==> config.mk <==
export PLATFORM = sky130hd
export DESIGN_NAME = baud_tick_gen
export DESIGN_NICKNAME = d
export VERILOG_FILES = /design/src/rtl/baud_pkg.sv /design/src/rtl/baud_regs.sv /design/src/rtl/baud_prescaler.sv /design/src/rtl/baud_divider.sv /design/src/rtl/baud_tick_gen.sv
export SDC_FILE = /design/constraint.sdc
export NUM_CORES = 1
export LEC_CHECK = 0
export ABC_CLOCK_PERIOD_IN_PS = 4700
export CAP_MARGIN = 15
export CORE_ASPECT_RATIO = 0.75
export CORE_MARGIN = 5
export CORE_UTILIZATION = 28
export DETAILED_ROUTE_END_ITERATION = 10
export PLACE_DENSITY = 0.56
export SYNTH_ARGS = -nofsm -noshare
export SYNTH_HDL_FRONTEND = slang
export SYNTH_HIERARCHICAL = 1
export SYNTH_SLANG_ARGS = --single-unit
==> constraint.sdc <==
create_clock -name clk -period 4.7 [get_ports clk]
set_input_delay 0.94 -clock clk [delete_from_list [all_inputs] [get_ports clk]]
set_output_delay 0.94 -clock clk [all_outputs]
set_load 0.01 [all_outputs]
==> src/rtl/baud_pkg.sv <==
package baud_pkg;

  localparam int BYTE_W = 8;

  typedef enum logic [1:0] {
    REG_DIV_LO = 2'd0,
    REG_DIV_HI = 2'd1,
    REG_CTRL   = 2'd2,
    REG_SPARE  = 2'd3
  } baud_reg_e;

endpackage

==> src/rtl/baud_regs.sv <==
module baud_regs
  import baud_pkg::*;
#(
  parameter int          DATA_W    = BYTE_W,
  parameter int unsigned DIV_RESET = 3
) (
  input  logic                  clk,
  input  logic                  rst,
  input  logic                  wr_en,
  input  logic [1:0]            wr_addr,
  input  logic [DATA_W-1:0]     wr_data,
  output logic [2*DATA_W-1:0]   div_o,
  output logic                  sel_o,
  output logic                  sel_change_o
);

  localparam int DIV_W = 2 * DATA_W;

  logic [DATA_W-1:0] lo_q, hi_q;
  logic              sel_q;
  logic              wr_lo, wr_hi, wr_ctrl;

  assign wr_lo   = wr_en && (wr_addr == REG_DIV_LO);
  assign wr_hi   = wr_en && (wr_addr == REG_DIV_HI);
  assign wr_ctrl = wr_en && (wr_addr == REG_CTRL);

  always_ff @(posedge clk) begin
    if (rst) begin
      lo_q  <= DATA_W'(DIV_RESET);
      hi_q  <= DATA_W'(DIV_RESET >> DATA_W);
      sel_q <= 1'b0;
    end else begin
      if (wr_lo)   lo_q  <= wr_data;
      if (wr_hi)   hi_q  <= wr_data;
      if (wr_ctrl) sel_q <= wr_data[0];
    end
  end

  assign div_o        = {hi_q, lo_q};
  assign sel_o        = sel_q;
  assign sel_change_o = wr_ctrl && (wr_data[0] != sel_q);

  // the divisor only moves on a write to one of its byte addresses
  p_divisor_hold_r3: assert property (@(posedge clk) disable iff (rst)
    !(wr_lo || wr_hi) |=> (div_o == $past(div_o)));

  logic unused_w;
  assign unused_w = ^{DIV_W};

endmodule

==> src/rtl/baud_prescaler.sv <==
module baud_prescaler #(
  parameter int PRE_FACTOR = 4
) (
  input  logic                          clk,
  input  logic                          rst,
  input  logic                          sel_i,
  input  logic                          restart_i,
  output logic                          step_o,
  output logic [$clog2(PRE_FACTOR)-1:0] phase_o
);

  localparam int PW = $clog2(PRE_FACTOR);
  localparam logic [PW-1:0] LAST = PW'(PRE_FACTOR - 1);

  logic [PW-1:0] cnt_q;
  logic [PW-1:0] limit;

  assign limit  = sel_i ? LAST : '0;
  assign step_o = (cnt_q == limit);

  always_ff @(posedge clk) begin
    if (rst) begin
      cnt_q <= '0;
    end else if (restart_i || step_o) begin
      cnt_q <= '0;
    end else begin
      cnt_q <= cnt_q + 1'b1;
    end
  end

  assign phase_o = cnt_q;

  // in divide-by-4 mode prescaled steps are never back to back
  p_pre_spacing_r2: assert property (@(posedge clk) disable iff (rst)
    (sel_i && step_o) |=> !(sel_i && step_o));

endmodule

==> src/rtl/baud_divider.sv <==
module baud_divider #(
  parameter int          DIV_W     = 16,
  parameter int unsigned DIV_RESET = 3
) (
  input  logic             clk,
  input  logic             rst,
  input  logic             step_i,
  input  logic [DIV_W-1:0] div_i,
  output logic             start_o,
  output logic             tick_o
);

  localparam logic [DIV_W-1:0] ONE = DIV_W'(1);

  logic [DIV_W-1:0] count_q;
  logic             tick_q;
  logic             idle;

  assign idle    = (count_q == '0);
  assign start_o = idle && (div_i != '0);

  always_ff @(posedge clk) begin
    if (rst) begin
      count_q <= DIV_W'(DIV_RESET);
      tick_q  <= 1'b0;
    end else begin
      tick_q <= 1'b0;
      if (idle) begin
        if (start_o) count_q <= div_i;
      end else if (step_i) begin
        if (count_q == ONE) begin
          tick_q  <= 1'b1;
          count_q <= div_i;
        end else begin
          count_q <= count_q - ONE;
        end
      end
    end
  end

  assign tick_o = tick_q;

  // a stopped counter with a zero divisor stays silent
  p_idle_quiet_r6: assert property (@(posedge clk) disable iff (rst)
    (idle && div_i == '0) |=> !tick_o);

  // every pulse coincides with a reload from the divisor present at that edge
  p_tick_reload_r4: assert property (@(posedge clk) disable iff (rst)
    tick_o |-> (count_q == $past(div_i)));

endmodule

==> src/rtl/baud_tick_gen.sv <==
module baud_tick_gen
  import baud_pkg::*;
#(
  parameter int          DATA_W     = BYTE_W,
  parameter int          PRE_FACTOR = 4,
  parameter int unsigned DIV_RESET  = 3
) (
  input  logic              clk,
  input  logic              rst,
  input  logic              wr_en,
  input  logic [1:0]        wr_addr,
  input  logic [DATA_W-1:0] wr_data,
  input  logic              rx_ref_tick_i,
  output logic              gen_tick_o,
  output logic              rx_tick_o
);

  localparam int DIV_W = 2 * DATA_W;
  localparam int PW    = $clog2(PRE_FACTOR);

  logic [DIV_W-1:0] div_val;
  logic             pre_sel;
  logic             sel_change;
  logic             pre_step;
  logic [PW-1:0]    pre_phase;
  logic             div_start;
  logic             rx_q;

  baud_regs #(.DATA_W(DATA_W), .DIV_RESET(DIV_RESET)) u_regs (
    .clk(clk), .rst(rst), .wr_en(wr_en), .wr_addr(wr_addr), .wr_data(wr_data),
    .div_o(div_val), .sel_o(pre_sel), .sel_change_o(sel_change)
  );

  baud_prescaler #(.PRE_FACTOR(PRE_FACTOR)) u_pre (
    .clk(clk), .rst(rst), .sel_i(pre_sel), .restart_i(sel_change || div_start),
    .step_o(pre_step), .phase_o(pre_phase)
  );

  baud_divider #(.DIV_W(DIV_W), .DIV_RESET(DIV_RESET)) u_div (
    .clk(clk), .rst(rst), .step_i(pre_step), .div_i(div_val),
    .start_o(div_start), .tick_o(gen_tick_o)
  );

  always_ff @(posedge clk) begin
    if (rst) rx_q <= 1'b0;
    else     rx_q <= rx_ref_tick_i;
  end
  assign rx_tick_o = rx_q;

  // a change of prescale select leaves the prescale phase at zero
  p_sel_restart_r7: assert property (@(posedge clk) disable iff (rst)
    sel_change |=> (pre_phase == '0));

endmodule

== Word level (Yosys, flattened, before mapping) ==
Cells that the tools add are included.

* Register bits: 37
* Bits of input ports: 14
* Output and inout bits: 2

* Eq/ne operators: 6
* Bitwise logic cells: 1
* Mux-type cells: 6
* Add/sub/neg operators: 2
* Reductions and logical operators: 14

{| class="wikitable"
|+ Operators with widths
! cell !! number
|-
| 16-bit 2-to-1 mux || 4
|-
| 16-bit by 1-bit == test with 1-bit output, second input constant || 1
|-
| 16-bit zero test || 1
|-
| 16-bit nonzero test || 1
|-
| 16-bit by 1-bit subtractor with 16-bit output, second input constant || 1
|-
| 1-bit logical AND || 5
|-
| 3-bit OR reduction || 1
|-
| 2-bit by 1-bit adder with 2-bit output, second input constant || 1
|-
| 2-bit by 1-bit == test with 1-bit output, second input constant || 1
|-
| 2-bit == test || 1
|-
| 2-bit == test, second input constant || 1
|-
| 2-bit zero test || 1
|-
| 1-bit logical OR || 2
|-
| 2-bit 2-to-1 mux || 1
|-
| 2-bit != test, second input constant || 1
|-
| 2-bit AND reduction || 1
|-
| 2-bit nonzero test || 1
|-
| 2-bit OR reduction || 1
|-
| 1-bit 2-to-1 mux || 1
|-
| 1-bit != test || 1
|-
| 1-bit NOT || 1
|}

== Logic depth before layout (Yosys ltp) ==
Gate-level depths: netlist of run 1.

* Depth after elaboration: 6
* Depth in mapped cells: 9
* Mapped depth without buffers: 7

== By module ==
The synthesis of run 1 kept the hierarchy.

{| class="wikitable"
|+ Modules (own cells, without submodules)
! module !! cells each !! sequential area each (µm²) !! times used !! area each (µm²)
|-
| baud_divider || 154 || 340.3 || 1 || 1228.7
|-
| baud_regs || 72 || 340.3 || 1 || 752.0
|-
| baud_prescaler || 9 || 40.0 || 1 || 78.8
|-
| baud_tick_gen || 3 || 20.0 || 1 || 32.5
|}

== Worst setup path after synthesis of run 1 ==
No wires, ideal clock.

* Kind: register to register
* Start point: register u_div.count_q[0]
* End point: register u_div.count_q[1]
* Library setup time: 120 ps
* Cell stages (with the launch flop): 10
* Clock period less this slack: 2370 ps
* Data arrival time: 2250 ps
* Path slack: 2330 ps
* Path through: dfxtp_1 > inv_1 > ha_1 > or3b_1 > clkbuf_1 > nor4_4 > mux2i_1 > buf_2 > a211oi_1 > a211o_1

* Word-level cells in the longest chain between the ends: 4
* Elaborated cells between the ends (all ways): 10

{| class="wikitable"
|+ RTL lines
! item !! line !! source
|-
| start, declared || baud_divider.sv:15 || <nowiki>logic [DIV_W-1:0] count_q;</nowiki>
|-
| start signal, assigned || baud_divider.sv:24 || <nowiki>count_q <= DIV_W'(DIV_RESET);</nowiki>
|-
| start signal, assigned || baud_divider.sv:29 || <nowiki>if (start_o) count_q <= div_i;</nowiki>
|-
| start signal, assigned || baud_divider.sv:33 || <nowiki>count_q <= div_i;</nowiki>
|-
| 16-bit by 1-bit subtractor with 16-bit output, or another cell as far along || baud_divider.sv:35 || <nowiki>count_q <= count_q - ONE;</nowiki>
|-
| 16-bit 2-to-1 mux / 1-bit logical AND (equally long branches) || baud_divider.sv:31, baud_divider.sv:20 ||
|-
| 16-bit 2-to-1 mux / 2-bit != test (equally long branches) || -- ||
|-
| 16-bit 2-to-1 mux / 2-bit AND reduction (equally long branches) || -- ||
|}

Parallel ways exist; a longest one is shown, timed or not. The select of a mux whose other input is x is not followed.
A chain may end at the register's enable or synchronous reset.

== Final worst setup path of run 1 ==
* Start point: register u_div.count_q[0]
* End point: register u_div.count_q[14]

Same word-level chain as after synthesis.

==> results of run 1 <==
-- how the worst max path moves through the flow --
| stage | to | cells past startpoint | slack, ns |
|---|---|---|---|
| after floorplan | u_div/count_q[1] | 9 | 2.33 |
| after global placement | u_div/count_q[14] | 8 | 1.85 |
| after detailed placement | u_div/count_q[14] | 8 | 1.77 |
| after CTS | u_div/count_q[14] | 8 | 1.76 |
| after global routing | u_div/count_q[14] | 8 | 1.57 |
| final | u_div/count_q[14] | 8 | 1.73 |
-- cell families (layout without fill, tap and decap cells) --
group / after synthesis / count (layout) / synth area share, %
adder cells (fa/ha/maj): 2 / 2 / 1.20
AND/OR/NAND/NOR: 107 / 107 / 30.6
flip-flops: 37 / 37 / 35.4
buffers and inverters: 17 / 29 / 4.01
XOR/XNOR: 2 / 2 / 0.837
multiplexers: 20 / 20 / 9.57
AO/OA/AOI/OAI: 53 / 53 / 18.4
-- registers in the layout, summed over array words and instances (netlist names) --
signal and cells:
u_div/count_q 16, u_regs/hi_q 8, u_regs/lo_q 8, u_pre/phase_o 2, rx_tick_o 1, u_div/tick_o 1, u_regs/sel_o 1
-- power by group through the flow --
| stage | clock, mW | sequential, mW | combinational, mW |
|---|---|---|---|
| 3_5_place_dp | 0 | 0.429 | 0.632 |
| 4_1_cts | 0.301 | 0.422 | 0.633 |
| 6_report | 0.293 | 0.424 | 0.647 |
| 2_1_floorplan | 0 | 0.414 | 0.501 |
| 5_1_grt | 0.317 | 0.432 | 0.708 |
| 3_3_place_gp | 0 | 0.429 | 0.639 |
-- cell usage in the layout (no fill, tap or decap), types with 2 or more instances in the layout --
| master | n |
|---|---|
| sky130_fd_sc_hd__buf_4 | 3 |
| sky130_fd_sc_hd__clkdlybuf4s50_1 | 15 |
| sky130_fd_sc_hd__dfxtp_1 | 37 |
| sky130_fd_sc_hd__o31ai_1 | 2 |
| sky130_fd_sc_hd__and3_1 | 4 |
| sky130_fd_sc_hd__inv_1 | 3 |
| sky130_fd_sc_hd__xnor2_1 | 2 |
| sky130_fd_sc_hd__ha_1 | 2 |
| sky130_fd_sc_hd__nand2_1 | 20 |
| sky130_fd_sc_hd__nand4_1 | 2 |
| sky130_fd_sc_hd__nand3b_1 | 2 |
| sky130_fd_sc_hd__a21oi_1 | 23 |
| sky130_fd_sc_hd__or3b_1 | 2 |
| sky130_fd_sc_hd__nor4_4 | 2 |
| sky130_fd_sc_hd__a211oi_1 | 2 |
| sky130_fd_sc_hd__nand2b_1 | 26 |
| sky130_fd_sc_hd__nor2b_1 | 2 |
| sky130_fd_sc_hd__o32ai_1 | 9 |
| sky130_fd_sc_hd__nor3_1 | 6 |
| sky130_fd_sc_hd__nand3_1 | 2 |
| sky130_fd_sc_hd__nor2_1 | 14 |
| sky130_fd_sc_hd__o32ai_2 | 2 |
| sky130_fd_sc_hd__clkbuf_8 | 6 |
| sky130_fd_sc_hd__nor4_1 | 9 |
| sky130_fd_sc_hd__mux2i_1 | 19 |
| sky130_fd_sc_hd__a31oi_1 | 4 |
| sky130_fd_sc_hd__or3_1 | 4 |
| sky130_fd_sc_hd__or4_1 | 4 |
-- area by class of cell --
| cell class | instances | share of cell area [%] |
|---|---|---|
| clock buffers | 6 | 3.38 |
| clock inverters | 2 | 1.54 |
| inverters | 3 | 0.461 |
| multi-input cells | 184 | 52.0 |
| flip-flops and latches | 37 | 30.3 |
| well taps | 101 | 5.17 |
| repair buffers | 18 | 7.07 |
-- worst register-to-register path, cell delays in order, from the launching register on --
cell	delay [ns]
sky130_fd_sc_hd__dfxtp_1	0.34
sky130_fd_sc_hd__inv_1	0.10
sky130_fd_sc_hd__ha_1	0.22
sky130_fd_sc_hd__or3b_1	0.50
sky130_fd_sc_hd__nor4_4	0.36
sky130_fd_sc_hd__mux2i_2	0.71
sky130_fd_sc_hd__buf_4	0.36
sky130_fd_sc_hd__o21ba_1	0.20
sky130_fd_sc_hd__o32ai_2	0.10
-- through the flow --
step / hold WS [ns] / area, µm² / utilization [%] / instances / power (mW)
final: 0.481 / 2440 / 33.5 / 351 / 1.36
after global routing: 0.508 / 2440 / 33.5 / 351 / 1.46
after CTS: 0.487 / 2440 / 33.5 / 351 / 1.36
after detailed placement: 0.476 / 2320 / 31.8 / 343 / 1.06
after global placement: 0.474 / 2320 / 31.8 / 343 / 1.07
after floorplan: 0.447 / 2090 / - / 238 / 0.915
-- routing by layer --
layer | up-vias | global-route usage [%] | part of all wire (%)
li1 | 912 | - | -
met5 | - | 0 | 0
met4 | 0 | 4.08 | 1.3
met1 | 835 | 19.4 | 50
met2 | 62 | 15.5 | 41
met3 | 6 | 2.97 | 8.4
==> metrics.cfg, run 1 <==
[routing]
dr.first_iter.drc_count=216
avgViaCountPerCell=5.17
finalWirelength_mm=5.37
via_count=1815
final_antenna_net_count=0
route.detailed.wl_per_inst_um=15.3
drt_drc_violations_left=0
drt_first_pass_iters=5

[clock_tree]
postCtsHoldBufs=0
postCtsSetupRepairBufs=0
clk_path_buf_depth=2
clock_insertion_delay_at_the_later_pin_of_the_skew_report_ns=0.29
cts.clk_slew.worst_paths_ns=0.08
numClockSinks=37
postCtsResizedCells=0
htree_num_levels=2
cts_buffers=5
cts_tree=yes
cts_root_buf=sky130_fd_sc_hd__clkbuf_8

[timing]
final_hold_viols=0
worst-slew-pin-transition_ns=0.790
share_of_the_cycle_needed_by_the_critical_path_after_routing_pct=63.2
maxSlewHeadroom_pct=47.0
grt_setup_unrepaired=no
fmax_ghz=0.337
fin_setup_tns_ns=0
final-setup-viol-count=0
finalCriticalPeriod_ns=2.97
clock-skew-final_ns=0.00266
report.final.slew_viol_count=0
fin_ws_ns=1.73

[critical_path]
crit_path_cell_trace=inv_1, ha_1, or3b_1, nor4_4, mux2i_2, buf_4, o21ba_1, o32ai_2
worst-setup-path-type=register to register
critical_path.reg2reg.startpoint=u_div/count_q[0]
startpoint=u_div/count_q[0]
setup.worst_path.start_class=register
timing.critical_path.fanout_max=18
crit_arrival_ns=3.18
timing.rr.end=u_div/count_q[14]
cp_slowest_stage_delay_ns=0.71
worst-path-buf-inv=2
crit_required_ns=4.91
crit_path_top_delay_cell=sky130_fd_sc_hd__mux2i_2
cp_top_delay_family=simple AND/OR/NAND/NOR gates
worst_r2r_path_depth=8
timing.reg2reg.setup_slack_ns=1.73
timing.critical_path.to_type=register

[hold_path]
min_path_type=register to register
worst_hold_startpoint=u_div/count_q[11]
holdPathEnd=u_div/count_q[11]
timing.hold.worst_path_depth=2

[power_and_ir_drop]
power.combinational.fraction_pct=47.4
irDropWorstVdd_uv=274
internal_cell_power_uw=768
sequentialPowerShare_pct=31.1
p_switching_uw=595
total_leakage_power_nw=0.877
p_clk_share_pct=21.5
p_sw_share_pct=43.7
power-per-cell-area_nw_per_um2=558

[final_layout]
diodes=0
num-nets-final=265
final_layout_size_suffix_gt1_share_pct=9.20
area.sequential_um2=741
syn_to_final_growth_pct=16.7
n_fill_cell=762
multi_input_comb_area_um2=1270

[floorplanning]
die_width_um=110
fp.dieH_um=84.9
floorplan.io_pins=16
placement_rows=27
dieArea_um2=9320
core_region_area_um2=7300
start_util_pct=28.7

[synthesis]
yosys_register_bits=37
synthCells=238
synthMostInstantiatedCell=sky130_fd_sc_hd__dfxtp_1
share_of_synthesized_registers_carrying_an_async_set_or_reset_pct=0
mappedNetlistArea_um2=2090
leading_post_synthesis_cells_by_instance_count=37 x sky130_fd_sc_hd__dfxtp_1, 26 x sky130_fd_sc_hd__nand2b_1, 23 x sky130_fd_sc_hd__a21oi_1
synth_sequential_area_ratio_pct=35.4
synth-main-ff-cell=sky130_fd_sc_hd__dfxtp_1
synthDistinctLibCells=48
yosys_warnings=6
synth_largest_type_area_fraction_pct=35.4
synthDominantAreaCellType=sky130_fd_sc_hd__dfxtp_1
yosys-top-cells-area=sky130_fd_sc_hd__dfxtp_1 35%, sky130_fd_sc_hd__mux2i_1 9.6%, sky130_fd_sc_hd__nand2b_1 7.8%, sky130_fd_sc_hd__a21oi_1 5.5%, sky130_fd_sc_hd__o32ai_1 3.8%
synth_fp_nets=254
synthesis.area_per_instance_um2=8.79
synth_enable_flop_cells=0

[global_routing]
overflow=0
grt_first_pass_wirelength_mm=8.87
grt_antenna_before_repair=0
global_route.usage.total_pct=12.2
grt_pass1_vias=1652
grt_max_degree=47

[status]
run_status=finished clean

[placed_design]
routabilityCongestion=0.836
placement.io_buffers=15
post-dp-hpwl_mm=3.82
preCtsSetupSlack_ns=1.77

[run]
maxCapViolCount=0

Note: power is estimated with default switching activity, not from simulation.
==> run 2, diff against run 1 <==
Settings changed: ABC_CLOCK_PERIOD_IN_PS 4700 to 2710, PLACE_DENSITY 0.56 to 0.58.
Clock period 4.7 ns to 2.71 ns, I/O delays scaled along.
==> run 2 against run 1 <==
  * Largest power group unchanged
  * Highest routed layer unchanged
  * Clock-buffer cell count unchanged
  * Non-clock buffer count up 7
  * Register-to-register slack worse by 1.4 ns
  * Critical endpoint unchanged
  * Via count up 3.9%
  * Routed wire length up 2.6%
  * Cell count up 2.0%
  * Global-route usage up 0.22 points
  * Combinational power up 90%
==> metrics.cfg, run 2 (synthesis gave the netlist of run 1 again) <==
[status]
run_status=finished clean  ; unchanged

[placed_design]
post-dp-hpwl_mm=4.08  ; was 3.82 mm
routabilityCongestion=0.845  ; was 0.836
placement.io_buffers=15  ; unchanged
placed_cell_area_um2=2390  ; was 2320 µm²
preCtsSetupSlack_ns=0.315  ; was 1.77 ns
placed_cells_incl_taps=350  ; was 343

[critical_path]
worst-setup-path-type=register to register  ; unchanged
timing.rr.end=u_div/count_q[14]  ; unchanged
setup.worst_path.start_class=register  ; unchanged
crit_path_cell_trace=inv_1, ha_1, or3b_1, nor4_4, mux2i_2, buf_4, o21ba_1, o32ai_2  ; unchanged
worst_r2r_path_depth=8  ; unchanged
cp_slowest_stage_delay_ns=0.51  ; was 0.71 ns
timing.critical_path.to_type=register  ; unchanged
crit_arrival_ns=2.63  ; was 3.18 ns
crit_required_ns=2.91  ; was 4.91 ns
timing.reg2reg.setup_slack_ns=0.28  ; was 1.73 ns
crit_path_top_delay_cell=sky130_fd_sc_hd__or3b_1  ; was sky130_fd_sc_hd__mux2i_2
timing.critical_path.fanout_max=14  ; was 18
critical_path.reg2reg.startpoint=u_div/count_q[0]  ; unchanged

[final_layout]
largest_register_ffs=16  ; unchanged
final_layout_size_suffix_gt1_share_pct=11.7  ; was 9.20%
final-instance-count-excl-fill=358  ; was 351
layout_commonest_cell=sky130_fd_sc_hd__dfxtp_1  ; unchanged
reg.largest.list=u_div/count_q: 16 flops, u_regs/hi_q: 8 flops, u_regs/lo_q: 8 flops  ; unchanged
largest_register=u_div/count_q  ; unchanged
diodes=0  ; unchanged
num-nets-final=272  ; was 265
most_used_cells_in_the_layout_excluding_fill_and_tap_cells=37 x sky130_fd_sc_hd__dfxtp_1, 26 x sky130_fd_sc_hd__nand2b_1, 23 x sky130_fd_sc_hd__a21oi_1  ; unchanged
syn_to_final_growth_pct=19.9  ; was 16.7%
design_area_um2=2510  ; was 2440 µm²
finalCoreUtilization_pct=34.4  ; was 33.5%

[floorplanning]
dieArea_um2=9320  ; unchanged
floorplan.io_pins=16  ; unchanged
fp.dieH_um=84.9  ; unchanged
die_width_um=110  ; unchanged
start_util_pct=28.7  ; unchanged
core_region_area_um2=7300  ; unchanged
placement_rows=27  ; unchanged

[power_and_ir_drop]
p_sw_share_pct=42.9  ; was 43.7%
power-per-cell-area_nw_per_um2=982  ; was 558 nW/µm²
internal_cell_power_mw=1.40  ; was 768 µW
p_switching_mw=1.06  ; was 595 µW
power.combinational.fraction_pct=49.9  ; was 47.4%
sequentialPowerShare_pct=29.8  ; was 31.1%
irDropWorstVdd_uv=382  ; was 274 µV
total_leakage_power_nw=0.917  ; was 0.877 nW
totalPowerFinal_mw=2.46  ; was 1.36 mW
p_clk_share_pct=20.3  ; was 21.5%

[hold_path]
worst_hold_startpoint=u_div/count_q[11]  ; unchanged
timing.hold.worst_path_depth=2  ; unchanged
min_path_type=register to register  ; unchanged
holdPathEnd=u_div/count_q[11]  ; unchanged

[routing]
avgViaCountPerCell=5.27  ; was 5.17
detailroute.wirelength.met2_mm=2.33  ; was 2.18 mm
drt_first_pass_iters=4  ; was 5
dr.first_iter.drc_count=138  ; was 216
final_antenna_net_count=0  ; unchanged
dr_wl_met3_um=359  ; was 451 µm
drt_drc_violations_left=0  ; unchanged
route.detailed.wl_per_inst_um=15.4  ; was 15.3 µm
highest_layer=met4  ; unchanged
via_count=1886  ; was 1815
finalWirelength_mm=5.52  ; was 5.37 mm
drt-met1-wl_mm=2.79  ; was 2.67 mm

[clock_tree]
numClockSinks=37  ; unchanged
cts_root_buf=sky130_fd_sc_hd__clkbuf_8  ; unchanged
clk_path_buf_depth=2  ; unchanged
postCtsResizedCells=0  ; unchanged
htree_num_levels=2  ; unchanged
cts.clk_slew.worst_paths_ns=0.08  ; about the same
postCtsHoldBufs=0  ; unchanged
postCtsSetupRepairBufs=0  ; unchanged
clock_insertion_delay_at_the_later_pin_of_the_skew_report_ns=0.29  ; about the same
cts_tree=yes  ; unchanged
cts_buffers=5  ; unchanged

[run]
maxCapViolCount=0  ; unchanged

[timing]
fin_hold_ws_ns=0.482  ; was 0.481 ns
share_of_the_cycle_needed_by_the_critical_path_after_routing_pct=89.6  ; was 63.2%
fin_setup_tns_ns=0  ; unchanged
worst-slew-pin-transition_ns=0.668  ; was 0.790 ns
fin_ws_ns=0.281  ; was 1.73 ns
final-setup-viol-count=0  ; unchanged
final_hold_viols=0  ; unchanged
maxSlewHeadroom_pct=55.0  ; was 47.0%
fmax_ghz=0.412  ; was 0.337 GHz
clock-skew-final_ns=0.00712  ; was 0.00266 ns
finalCriticalPeriod_ns=2.43  ; was 2.97 ns
report.final.slew_viol_count=0  ; unchanged
grt_setup_unrepaired=no  ; unchanged

[global_routing]
grt_max_degree=39  ; was 47
global_route.usage.total_pct=12.4  ; was 12.2%
grt_first_pass_wirelength_mm=9.14  ; was 8.87 mm
grt_antenna_before_repair=0  ; unchanged
overflow=0  ; unchanged
grt_pass1_vias=1795  ; was 1652

-- run 2: changes by cell type in the layout (fill, tap and decap cells not counted), sizes merged --
| cell | previous run | this run |
|---|---|---|
| buf | 3 | 10 |
-- run 2: worst max-delay path, delay by kind of cell, from the launching register on --
kind / cells / cell delay, ns
muxes: 1 / 0.30
adders and majority gates: 1 / 0.21
DFF: 1 / 0.34
AOI/OAI and AO/OA: 2 / 0.27
buffers and inverters: 2 / 0.34
and+or+nand+nor: 2 / 0.88
-- run 2: layout make-up --
type                       count  area (µm²)
inverter                       3        11.3
clock inverter                 2        37.5
fill                         787        4790
timing repair buffer          25         238
clock buffer                   6        82.6
sequential                    37         741
tap                          101         126
multi-input combinational    184        1270
-- run 2: worst max-delay path by stage --
stage / start / end / slack (ns) / cells after the start
global route: u_div/count_q[0] / u_div/count_q[1] / 0.13 / 8
global placement: u_div/count_q[0] / u_div/count_q[1] / 0.39 / 8
CTS: u_div/count_q[0] / u_div/count_q[14] / 0.29 / 8
floorplan: u_div/count_q[0] / u_div/count_q[1] / 0.34 / 9
finish: u_div/count_q[0] / u_div/count_q[14] / 0.28 / 8
detailed placement: u_div/count_q[0] / u_div/count_q[14] / 0.31 / 8
-- run 2: metal layers --
metal	up-vias	global-route usage, %
met2	61	16.9
met4	0	3.96
met3	4	3.35
li1	921	-
met5	-	0
met1	900	18.8
-- run 2: power groups by stage --
stage / sequential, mW / combinational, mW / clock (mW)
after floorplan: 0.718 / 0.869 / 0
after detailed placement: 0.743 / 1.20 / 0
final: 0.733 / 1.23 / 0.501
after global placement: 0.742 / 1.19 / 0
after global routing: 0.744 / 1.37 / 0.544
after CTS: 0.731 / 1.21 / 0.518
==> run 3, diff against run 2 <==
==> constraint.sdc (replaced) <==
create_clock -name clk -period 2.71 [get_ports clk]
set_input_delay 0.4065 -clock clk [delete_from_list [all_inputs] [get_ports clk]]
set_output_delay 0.4065 -clock clk [all_outputs]
set_load 0.01 [all_outputs]
==> run 3 against run 2 <==
  * Critical endpoint is now u_div/count_q[13]
  * Clock-buffer cell count is the same
  * Worst setup slack lost 0.021 ns
  * Critical path depth shrank 3
  * Critical path type unchanged
  * Utilization shrank 0.17 points
  * Cell area shrank 0.50%
  * Power shrank 0.24%
==> metrics.cfg, run 3 (synthesis gave the netlist of run 1 again) <==
[status]
run_status=finished clean  ; unchanged

[final_layout]
final_layout_size_suffix_gt1_share_pct=11.7  ; unchanged
n_fill_cell=776  ; was 787
layout_commonest_cell=sky130_fd_sc_hd__dfxtp_1  ; unchanged
area.sequential_um2=741  ; unchanged
syn_to_final_growth_pct=19.3  ; was 19.9%
largest_register_ffs=16  ; unchanged
final-instance-count-excl-fill=358  ; unchanged
num-nets-final=272  ; unchanged
most_used_cells_in_the_layout_excluding_fill_and_tap_cells=37 x sky130_fd_sc_hd__dfxtp_1, 26 x sky130_fd_sc_hd__nand2b_1, 23 x sky130_fd_sc_hd__a21oi_1  ; unchanged
reg.largest.list=u_div/count_q: 16 flops, u_regs/hi_q: 8 flops, u_regs/lo_q: 8 flops  ; unchanged
largest_register=u_div/count_q  ; unchanged
design_area_um2=2490  ; was 2510 µm²
finalCoreUtilization_pct=34.2  ; was 34.4%
diodes=0  ; unchanged
multi_input_comb_area_um2=1270  ; unchanged

[power_and_ir_drop]
p_clk_share_pct=20.5  ; was 20.3%
power-per-cell-area_nw_per_um2=985  ; was 982 nW/µm²
internal_cell_power_mw=1.40  ; about the same
total_leakage_power_nw=0.912  ; was 0.917 nW
sequentialPowerShare_pct=29.8  ; about the same
totalPowerFinal_mw=2.46  ; about the same
p_switching_mw=1.05  ; was 1.06 mW
p_sw_share_pct=42.9  ; about the same
irDropWorstVdd_uv=428  ; was 382 µV
power.combinational.fraction_pct=49.7  ; was 49.9%

[global_routing]
grt_peak_use_layer=met1  ; unchanged
global_routing_usage_on_met2_pct=16.4  ; was 16.9%
grt_first_pass_wirelength_mm=8.77  ; was 9.14 mm
global_route.usage.total_pct=12.0  ; was 12.4%
grt_pass1_vias=1702  ; was 1795
grt.met1_usage_pct=18.4  ; was 18.8%
use_met3_pct=3.35  ; unchanged
grt_antenna_before_repair=0  ; unchanged
overflow=0  ; unchanged
grt_max_degree=39  ; unchanged

[routing]
drt_first_pass_iters=5  ; was 4
dr.first_iter.drc_count=132  ; was 138
final_antenna_net_count=0  ; unchanged
drt_drc_violations_left=0  ; unchanged
route.detailed.wl_per_inst_um=15.0  ; was 15.4 µm
avgViaCountPerCell=5.22  ; was 5.27
via_count=1869  ; was 1886
finalWirelength_mm=5.37  ; was 5.52 mm

[critical_path]
worst-setup-path-type=register to register  ; unchanged
crit_path_cell_trace=or4_1, or4_4, nor2_4, a21oi_1, o32ai_1  ; was inv_1, ha_1, or3b_1, nor4_4, mux2i_2, buf_4, o21ba_1, o32ai_2
worst-path-buf-inv=0  ; was 2
setup.worst_path.start_class=register  ; unchanged
crit_path_top_delay_cell=sky130_fd_sc_hd__or4_1  ; was sky130_fd_sc_hd__or3b_1
timing.critical_path.fanout_max=10  ; was 14
timing.critical_path.to_type=register  ; unchanged
crit_arrival_ns=2.63  ; about the same
cp_slowest_stage_delay_ns=0.74  ; was 0.51 ns
cp_top_delay_family=simple AND/OR/NAND/NOR gates  ; unchanged
crit_required_ns=2.89  ; was 2.91 ns

[hold_path]
min_path_type=register to register  ; unchanged

[clock_tree]
cts_buffers=5  ; unchanged
postCtsHoldBufs=0  ; unchanged
cts_tree=yes  ; unchanged
clk_path_buf_depth=2  ; unchanged
cts_root_buf=sky130_fd_sc_hd__clkbuf_8  ; unchanged
htree_num_levels=2  ; unchanged
numClockSinks=37  ; unchanged
postCtsSetupRepairBufs=0  ; unchanged
clock_insertion_delay_at_the_later_pin_of_the_skew_report_ns=0.29  ; about the same
postCtsResizedCells=0  ; unchanged
cts.clk_slew.worst_paths_ns=0.08  ; about the same

[run]
maxCapViolCount=0  ; unchanged

[timing]
report.final.slew_viol_count=0  ; unchanged
final-setup-viol-count=0  ; unchanged
worst-slew-pin-transition_ns=0.663  ; was 0.668 ns
fin_hold_ws_ns=0.482  ; about the same
maxSlewHeadroom_pct=55.4  ; was 55.0%
fin_setup_tns_ns=0  ; unchanged
clock-skew-final_ns=0.00348  ; was 0.00712 ns
share_of_the_cycle_needed_by_the_critical_path_after_routing_pct=90.4  ; was 89.6%
finalCriticalPeriod_ns=2.45  ; was 2.43 ns
fin_ws_ns=0.261  ; was 0.281 ns
fmax_ghz=0.408  ; was 0.412 GHz
final_hold_viols=0  ; unchanged
grt_setup_unrepaired=no  ; unchanged

[floorplanning]
die_width_um=110  ; unchanged
floorplan.io_pins=16  ; unchanged
start_util_pct=28.7  ; unchanged
core_region_area_um2=7300  ; unchanged
fp.dieH_um=84.9  ; unchanged
dieArea_um2=9320  ; unchanged
placement_rows=27  ; unchanged

[placed_design]
routabilityCongestion=0.835  ; was 0.845
placed_cell_area_um2=2370  ; was 2390 µm²
post-dp-hpwl_mm=4.00  ; was 4.08 mm
placed_cells_incl_taps=350  ; unchanged
preCtsSetupSlack_ns=0.287  ; was 0.315 ns
placement.io_buffers=15  ; unchanged

## run 3: power by group through the flow
| stage | combinational [mW] | sequential, mW | clock [mW] |
|---|---|---|---|
| after global placement | 1.19 | 0.742 | 0 |
| after detailed placement | 1.19 | 0.744 | 0 |
| after global routing | 1.34 | 0.745 | 0.543 |
| after CTS | 1.20 | 0.730 | 0.512 |
| after floorplan | 0.869 | 0.718 | 0 |
| final | 1.22 | 0.733 | 0.503 |
## run 3: path summary, 6_finish.rpt
path / endpoint / slack [ns] / cells past startpoint / from
max reg2reg: u_div/count_q[13] / 0.26 / 5 / u_div/count_q[4]
min: u_div/count_q[11] / 0.48 / 2 / u_div/count_q[11]
max: u_div/count_q[13] / 0.26 / 5 / u_div/count_q[4]
min reg2reg: u_div/count_q[11] / 0.48 / 2 / u_div/count_q[11]
## run 3: final cells by class
| class | count | area share [%] |
|---|---|---|
| multi-input combinational | 184 | 51.0 |
| clock inverter | 2 | 1.50 |
| tap | 101 | 5.07 |
| clock buffer | 6 | 3.31 |
| timing repair buffer | 25 | 9.03 |
| inverter | 3 | 0.451 |
| sequential | 37 | 29.7 |
## run 3: worst reg2reg max path, stage by stage (launching register included)
cell and delay (ns):
sky130_fd_sc_hd__dfxtp_1 0.37, sky130_fd_sc_hd__or4_1 0.74, sky130_fd_sc_hd__or4_4 0.59, sky130_fd_sc_hd__nor2_4 0.27
sky130_fd_sc_hd__a21oi_1 0.12, sky130_fd_sc_hd__o32ai_1 0.26
## run 3: layer usage
| metal | vias to the layer above | routed length (µm) | part of all wire (%) |
|---|---|---|---|
| li1 | 927 | - | - |
| met1 | 879 | 2710 | 50 |
| met2 | 59 | 2290 | 43 |
| met3 | 4 | 339 | 6.3 |
| met4 | 0 | 32 | 0.60 |
| met5 | - | 0 | 0 |
